## src/rtl/trace_pin_pkg.sv

```systemverilog
package trace_pin_pkg;
   typedef enum logic {
      ENC_MANCH = 1'b0,
      ENC_NRZ   = 1'b1
   } enc_e;

   localparam int unsigned PROTO_NRZ_CODE = 2;
endpackage

```

## src/rtl/trace_pin_baud.sv

```systemverilog
module trace_pin_baud #(
   parameter int unsigned PRESC_W = 8
) (
   input  logic               clk,
   input  logic               rst_n,
   input  logic               load,
   input  logic               run,
   input  logic [PRESC_W-1:0] presc_in,
   output logic               tick
);
   logic [PRESC_W-1:0] presc_act;
   logic [PRESC_W-1:0] cnt;

   always_ff @(posedge clk or negedge rst_n) begin
      if (!rst_n) begin
         presc_act <= '0;
         cnt       <= '0;
      end else if (load) begin
         presc_act <= presc_in;
         cnt       <= presc_in;
      end else if (run) begin
         cnt <= (cnt == '0) ? presc_act : cnt - 1'b1;
      end
   end

   assign tick = run && (cnt == '0);

   // the down-counter never leaves the window set at byte start
   p_cnt_in_window_r3: assert property (@(posedge clk) disable iff (!rst_n)
      run |-> cnt <= presc_act);
endmodule

```

## src/rtl/trace_pin_framer.sv

```systemverilog
module trace_pin_framer
   import trace_pin_pkg::*;
#(
   parameter int unsigned DATA_W = 8,
   parameter int unsigned SYM_W  = 2 * (DATA_W + 1),
   parameter int unsigned IDX_W  = $clog2(SYM_W)
) (
   input  logic [DATA_W-1:0] data,
   input  enc_e              enc,
   output logic [SYM_W-1:0]  syms,
   output logic [IDX_W-1:0]  last_idx
);
   logic [SYM_W-1:0] man_syms;
   logic [SYM_W-1:0] nrz_syms;

   for (genvar i = 0; i <= DATA_W; i++) begin : g_man
      if (i == 0) begin : g_marker
         assign man_syms[1:0] = 2'b01;
      end else begin : g_bit
         assign man_syms[2*i]   = data[i-1];
         assign man_syms[2*i+1] = ~data[i-1];
      end
   end

   assign nrz_syms[0] = 1'b0;
   for (genvar i = 0; i < DATA_W; i++) begin : g_nrz
      assign nrz_syms[i+1] = data[i];
   end
   assign nrz_syms[SYM_W-1:DATA_W+1] = '1;

   assign syms     = (enc == ENC_NRZ) ? nrz_syms : man_syms;
   assign last_idx = (enc == ENC_NRZ) ? IDX_W'(DATA_W + 1) : IDX_W'(SYM_W - 1);
endmodule

```

## src/rtl/trace_pin_serializer.sv

```systemverilog
module trace_pin_serializer
   import trace_pin_pkg::*;
#(
   parameter int unsigned DATA_W    = 8,
   parameter int unsigned PRESC_W   = 8,
   parameter int unsigned PRESC_RST = 0
) (
   input  logic               clk,
   input  logic               rst_n,
   input  logic [DATA_W-1:0]  in_data,
   input  logic               in_valid,
   output logic               in_ready,
   input  logic               cfg_wr,
   input  logic               cfg_sel,
   input  logic [PRESC_W-1:0] cfg_wdata,
   input  logic               jtag_mode,
   output logic               pin_out,
   output logic               pin_oe
);
   localparam int unsigned SYM_W    = 2 * (DATA_W + 1);
   localparam int unsigned IDX_W    = $clog2(SYM_W);
   localparam int unsigned NRZ_SYMS = DATA_W + 2;

   if (PRESC_W < 2) begin : g_bad_presc_w
      $error("PRESC_W must hold the protocol code 2");
   end
   if (DATA_W < 1) begin : g_bad_data_w
      $error("DATA_W must be at least 1");
   end
   if (PRESC_RST >= (1 << PRESC_W)) begin : g_bad_presc_rst
      $error("PRESC_RST does not fit in PRESC_W");
   end

   enc_e               enc_sel;
   enc_e               enc_act;
   logic [PRESC_W-1:0] presc_reg;
   logic               busy;
   logic [SYM_W-1:0]   sym_sr;
   logic [IDX_W-1:0]   left;
   logic [SYM_W-1:0]   frame;
   logic [IDX_W-1:0]   frame_last;
   logic               load;
   logic               tick;

   always_ff @(posedge clk or negedge rst_n) begin
      if (!rst_n) begin
         enc_sel   <= ENC_MANCH;
         presc_reg <= PRESC_W'(PRESC_RST);
      end else if (cfg_wr) begin
         if (cfg_sel == 1'b0)
            enc_sel <= (cfg_wdata == PRESC_W'(PROTO_NRZ_CODE)) ? ENC_NRZ : ENC_MANCH;
         else
            presc_reg <= cfg_wdata;
      end
   end

   assign in_ready = !busy && !jtag_mode;
   assign load     = in_valid && in_ready;

   trace_pin_framer #(.DATA_W(DATA_W), .SYM_W(SYM_W), .IDX_W(IDX_W)) framer_i (
      .data     (in_data),
      .enc      (enc_sel),
      .syms     (frame),
      .last_idx (frame_last)
   );

   trace_pin_baud #(.PRESC_W(PRESC_W)) baud_i (
      .clk      (clk),
      .rst_n    (rst_n),
      .load     (load),
      .run      (busy),
      .presc_in (presc_reg),
      .tick     (tick)
   );

   always_ff @(posedge clk or negedge rst_n) begin
      if (!rst_n) begin
         busy    <= 1'b0;
         enc_act <= ENC_MANCH;
         sym_sr  <= '0;
         left    <= '0;
      end else if (load) begin
         busy    <= 1'b1;
         enc_act <= enc_sel;
         sym_sr  <= frame;
         left    <= frame_last;
      end else if (tick) begin
         if (left == '0) begin
            busy <= 1'b0;
         end else begin
            sym_sr <= {1'b0, sym_sr[SYM_W-1:1]};
            left   <= left - 1'b1;
         end
      end
   end

   assign pin_out = busy ? sym_sr[0] : (enc_sel == ENC_NRZ);
   assign pin_oe  = !jtag_mode;

   // a symbol holds until the baud tick
   p_symbol_hold_r3: assert property (@(posedge clk) disable iff (!rst_n)
      (busy && !tick) |=> $stable(pin_out));
   // an NRZ frame opens with a low start symbol
   p_nrz_start_r4: assert property (@(posedge clk) disable iff (!rst_n)
      ($rose(busy) && enc_act == ENC_NRZ) |-> !pin_out);
   // an NRZ frame never counts more symbols than start, data and stop
   p_nrz_length_r4: assert property (@(posedge clk) disable iff (!rst_n)
      (busy && enc_act == ENC_NRZ) |-> left <= IDX_W'(NRZ_SYMS - 1));
   // a Manchester frame opens with the high half of the marker
   p_manch_marker_r5: assert property (@(posedge clk) disable iff (!rst_n)
      ($rose(busy) && enc_act == ENC_MANCH) |-> pin_out);
   // the last NRZ symbol is the high stop level
   p_nrz_stop_r4: assert property (@(posedge clk) disable iff (!rst_n)
      (busy && enc_act == ENC_NRZ && left == '0) |-> pin_out);
endmodule

```

## config.mk

```make
export PLATFORM = sky130hd
export DESIGN_NAME = trace_pin_serializer
export DESIGN_NICKNAME = d
export VERILOG_FILES = /design/src/rtl/trace_pin_pkg.sv /design/src/rtl/trace_pin_baud.sv /design/src/rtl/trace_pin_framer.sv /design/src/rtl/trace_pin_serializer.sv
export SDC_FILE = /design/constraint.sdc
export NUM_CORES = 1
export LEC_CHECK = 0
export BUFFER_PORTS_ARGS = -buffer_cell sky130_fd_sc_hd__buf_4
export CAP_MARGIN = 25
export CORE_MARGIN = 8
export CORE_UTILIZATION = 59
export DETAILED_ROUTE_END_ITERATION = 8
export MAX_ROUTING_LAYER = met4
export PLACE_DENSITY = 0.79
export SYNTH_ARGS = -nofsm -noshare
export SYNTH_HDL_FRONTEND = slang
export SYNTH_HIERARCHICAL = 1
export SYNTH_SLANG_ARGS = --single-unit
export TNS_END_PERCENT = 10
```

## constraint.sdc

```tcl
create_clock -name clk -period 2.8 [get_ports clk]
set_input_delay 0.42 -clock clk [delete_from_list [all_inputs] [get_ports clk]]
set_output_delay 0.42 -clock clk [all_outputs]
set_load 0.05 [all_outputs]
```

After elaboration in Yosys (flattened, before gate mapping)
Index checks and enable logic that the tools add are counted.
{"block": "word_totals", "mem_bits_ro": 0, "mem_bits_rw": 0, "mem_count": 0, "in_bits": 22, "word_cells": 50, "reg_bits": 49, "latch_bits": 0, "out_inout_bits": 3}
{"block": "classes", "multipliers": 0, "n_div": 0, "n_lt_le_gt_ge": 0, "shifts": 0, "addsub": 2, "n_reduce_logical": 14, "n_eq_ne": 2, "mux": 16, "bitwise": 9}
{"op": "$mux W18", "n": 4}
{"op": "$mux W8", "n": 3}
{"op": "$mux W5", "n": 4}
{"op": "$not A1 Y1", "n": 9}
{"op": "$eq A8 B2 Y1 const B", "n": 1}
{"op": "$logic_not A8 Y1", "n": 1}
{"op": "$reduce_and A2 Y1", "n": 4}
{"op": "$sub A8 B1 Y8 const B", "n": 1}
{"op": "$reduce_bool A2 Y1", "n": 3}
{"op": "$logic_not A5 Y1", "n": 1}
{"op": "$mux W1", "n": 5}
{"op": "$sub A5 B1 Y5 const B", "n": 1}
{"op": "$logic_and A1 B1 Y1", "n": 3}
{"op": "$logic_not A1 Y1", "n": 2}
{"op": "$ne A2 B1 Y1 const B", "n": 1}

Logic depth before layout (Yosys ltp)
{"block": "logic_depth", "ltp_word": 5, "ltp_mapped": 8, "depth_no_buf": 7}

Cells and area by module
Netlist, hierarchy kept.
{"module": "trace_pin_serializer", "n_inst": 1, "cells_each": 166, "area_each_um2": 1599.0, "seq_area_each_um2": 825.8}
{"module": "trace_pin_baud", "n_inst": 1, "cells_each": 84, "area_each_um2": 889.6, "seq_area_each_um2": 400.4}
{"module": "trace_pin_framer", "n_inst": 1, "cells_each": 30, "area_each_um2": 230.2, "seq_area_each_um2": 0.0}

Worst setup path after synthesis
No wires, ideal clock.
{"block": "synth_timing", "path_type": "register to register", "start": "reg baud_i.cnt[4]", "end": "reg left[3]", "path_stages_with_launch": 8, "required_ns": 2.718, "period_less_slack_ns": 2.449, "path_slack_ns": 0.351, "setup_ns": 0.082, "arrival_ns": 2.367, "n_path_buf": 1, "path_cell_list": "dfrtp_1 or4_1 buf_2 nor4b_1 and2_1 or4b_1 a211o_1 a31oi_1"}
{"block": "synth_between", "elab_chain_len": 4}
{"item": "from (decl)", "line": "trace_pin_baud.sv:12", "text": "logic [PRESC_W-1:0] cnt;"}
{"item": "from (signal assigned)", "line": "trace_pin_baud.sv:20", "text": "cnt <= presc_in;"}
{"item": "from (signal assigned)", "line": "trace_pin_baud.sv:22", "text": "cnt <= (cnt == '0) ? presc_act : cnt - 1'b1;"}
{"item": "$logic_not A8 Y1", "line": "trace_pin_baud.sv:26", "text": "assign tick = run && (cnt == '0);"}
{"item": "$logic_and A1 B1 Y1", "line": "trace_pin_baud.sv:26"}
{"item": "via tick", "line": "trace_pin_serializer.sv:43", "text": "logic tick;"}
{"item": "$reduce_bool A2 Y1 (no line)"}
{"item": "$reduce_and A2 Y1 (no line)"}
{"item": "to (signal assigned)", "line": "trace_pin_serializer.sv:86", "text": "left <= frame_last;"}
{"item": "to (signal assigned)", "line": "trace_pin_serializer.sv:92", "text": "left <= left - 1'b1;"}
{"item": "to (decl)", "line": "trace_pin_serializer.sv:39", "text": "logic [IDX_W-1:0] left;"}
The timed path passes the listed nets, and every way through them passes these cells.
A chain may end at the register's enable or synchronous reset.

Worst setup path after layout
{"block": "layout_timing", "start": "reg baud_i.cnt[4]", "end": "reg left[2]"}
Same word-level chain as after synthesis.

==> impl_metrics.py <==
metrics = {
    "outcome": {
        "status": "completed",
    },
    "place": {
        "gp_congestion": 0.8484,
        "place_ws_ns": 0.2401,
        "dp_hpwl_um": 4011,
        "portBuffers": 24,
    },
    "grt": {
        "antenna_found_initial": 0,
        "grt_pass1_vias": 2049,
        "grt_pass1_wl_um": 10070,
        "grt_overflow": 0,
        "grt_max_degree": 50,
        "grt_usage_pct": 17.45,
    },
    "hold_path": {
        "min_path_type": "input pin to async pin",
    },
    "setup_path": {
        "cp_top_family": "simple AND/OR/NAND/NOR gates",
        "critical_path.startpoint": "baud_i/cnt[4]",
        "end_kind": "flop",
        "crit_fanout": 22,
        "critPathSlowestCell": "or4_1",
        "cp.depth": 7,
        "start_kind": "flop",
        "crit_chain": "or4_1, nor4b_1, and2_1, buf_4, nand2_1, or3_1, a31oi_1",
        "path_class": "flop to flop",
        "rrSetupSlack_ns": 0.15,
        "reg2regPathDepth": 7,
        "cp_slowest_stage_delay_ns": 0.56,
        "cp_num_buf_inv": 1,
        "r2r_start": "baud_i/cnt[4]",
        "required_ns": 3.02,
        "cp.arrival_ns": 2.88,
    },
    "die": {
        "start_util_pct": 62.01,
        "die_w_um": 83.89,
        "rows": 24,
        "die_h_um": 83.89,
        "core_um2": 4384,
        "die_area_um2": 7037,
        "pin_count": 25,
    },
    "timing": {
        "finalClockSkew_ns": 0.006222,
        "hold_violations": 0,
        "fin_ws_ns": 0.1450,
        "worst_slew_pin_slew_ns": 0.7968,
        "finalCriticalPeriod_ns": 2.655,
        "period_share_pct": 94.82,
        "relSlewSlack_pct": 46.66,
        "finalSetupTns_ns": 0,
        "drv_slew": 0,
        "max_freq_mhz": 376.7,
        "setup_viol": 0,
        "hold_ws_ns": 0.1183,
    },
    "finish": {
        "area_growth_pct": 10.81,
        "insertedDiodeCount": 0,
        "drive_gt1_share_pct": 24.83,
        "largest_reg_flops": 18,
        "top_register": "sym_sr",
        "fin_nets": 323,
    },
    "logic_synthesis": {
        "synthTopCellsByCount": "49 x dfrtp_1, 24 x o21ai_0, 23 x nor2_1, 20 x a31oi_1",
        "ys_types": 51,
        "postSynthCellCount": 280,
        "synthArstFlopShare_pct": 100.0,
        "yosysWarnings": 6,
        "yosysSeqAreaShare_pct": 45.10,
        "synth-seq-cells": 49,
        "synth_most_common_cell": "dfrtp_1",
        "yosysTopAreaCell": "dfrtp_1",
        "synth.area.top_cells": "dfrtp_1 45%, mux2_2 7.9%, a31oi_1 4.6%",
        "synthFlopType": "dfrtp_1",
        "syn_area_um2": 2719,
        "yosysTopAreaCellShare_pct": 45.10,
        "synth-edff-count": 0,
        "post_synth.cell_area_avg_um2": 9.710,
    },
    "clocking": {
        "clk_latency_ns": 0.30,
        "clockBufferDepth": 2,
        "cts_tree": "done",
        "cts_buffers": 5,
        "root_buffer": "clkbuf_8",
        "ctsHoldBuffers": 0,
        "cts_max_level": 2,
        "path_clk_slew_ns": 0.09,
        "clock-sinks": 49,
    },
    "run": {
        "drv_cap": 0,
    },
    "drt": {
        "first_pass_iters": 5,
        "avgViaCountPerCell": 6.114,
        "ant_nets": 0,
        "drtIter0Drc": 76,
        "wl_per_cell_um": 16.65,
        "vias": 2140,
        "drc": 0,
        "wl_um": 5829,
    },
    "power_and_ir_drop": {
        "power_density_nw_per_um2": 809.4,
        "p_leak_nw": 1.293,
        "vdd_drop_max_uv": 455.6,
    },
}
## path summary, 6_finish.rpt
path,end
worst max-delay path,left[2]
worst min-delay path,presc_reg[3]
worst max register to register,left[2]
worst min register to register,baud_i/presc_act[4]
max in group asynchronous,baud_i/presc_act[5]
min in group clk,presc_reg[1]
## cells in the final DEF, fill, tap and decap left out, types with 4 or more instances in the layout
cell type	n
clkbuf_8	5
nand2_1	17
dfrtp_1	49
inv_1	10
nor2_1	23
a31oi_1	20
mux2i_1	4
mux2_2	19
a22oi_1	7
or2_1	4
o21ai_1	5
buf_4	32
a21oi_1	19
or3_1	4
o21ai_0	24
## layout make-up
cell class / count / area [um2]
fill: 353 / 1371
tap: 52 / 65.06
sequential: 49 / 1226
inverter: 13 / 57.56
clock inverter: 2 / 35.03
clock buffer: 5 / 68.82
multi-input combinational: 197 / 1320
timing repair buffer: 32 / 240.2
## stage by stage
stage | power, mW | area [um2] | instances | utilization, %
2_1_floorplan | 1.720 | 2723 | 281 | -
3_3_place_gp | 1.904 | 2883 | 340 | 65.75
3_5_place_dp | 1.950 | 2883 | 340 | 65.75
4_1_cts | 2.438 | 2987 | 347 | 68.12
5_1_grt | 2.616 | 3013 | 350 | 68.72
6_report | 2.439 | 3013 | 350 | 68.72
## report_power, final
group / leakage [nW] / internal (mW) / switching [mW]
combinational: 0.656 / 0.357 / 0.389
sequential: 0.584 / 0.968 / 0.241
clock: 0.0540 / 0.260 / 0.225
## cell families (layout without fill, tap and decap cells)
group	Yosys count	count (layout)	synth area share, %
compound gates	93	93	21.08
other cells	2	3	0.2762
buf+inv	35	52	6.489
mux	23	23	9.342
simple gates	73	73	15.69
xor+xnor	2	2	0.6444
flops	49	49	45.10
fa+ha+maj	3	3	1.381
## what timing repair did
action                                  CTS  global route
endpoints found under the setup margin    0             2
buffers inserted                          0             3
resized for setup                         0             1
## layer usage
layer	GRT usage, %	part of all wire (%)
met5	-	0
met4	6.436	1.6
met3	3.223	4.4
met2	27.44	50
met1	21.77	44
(Power assumes the default switching activity.)
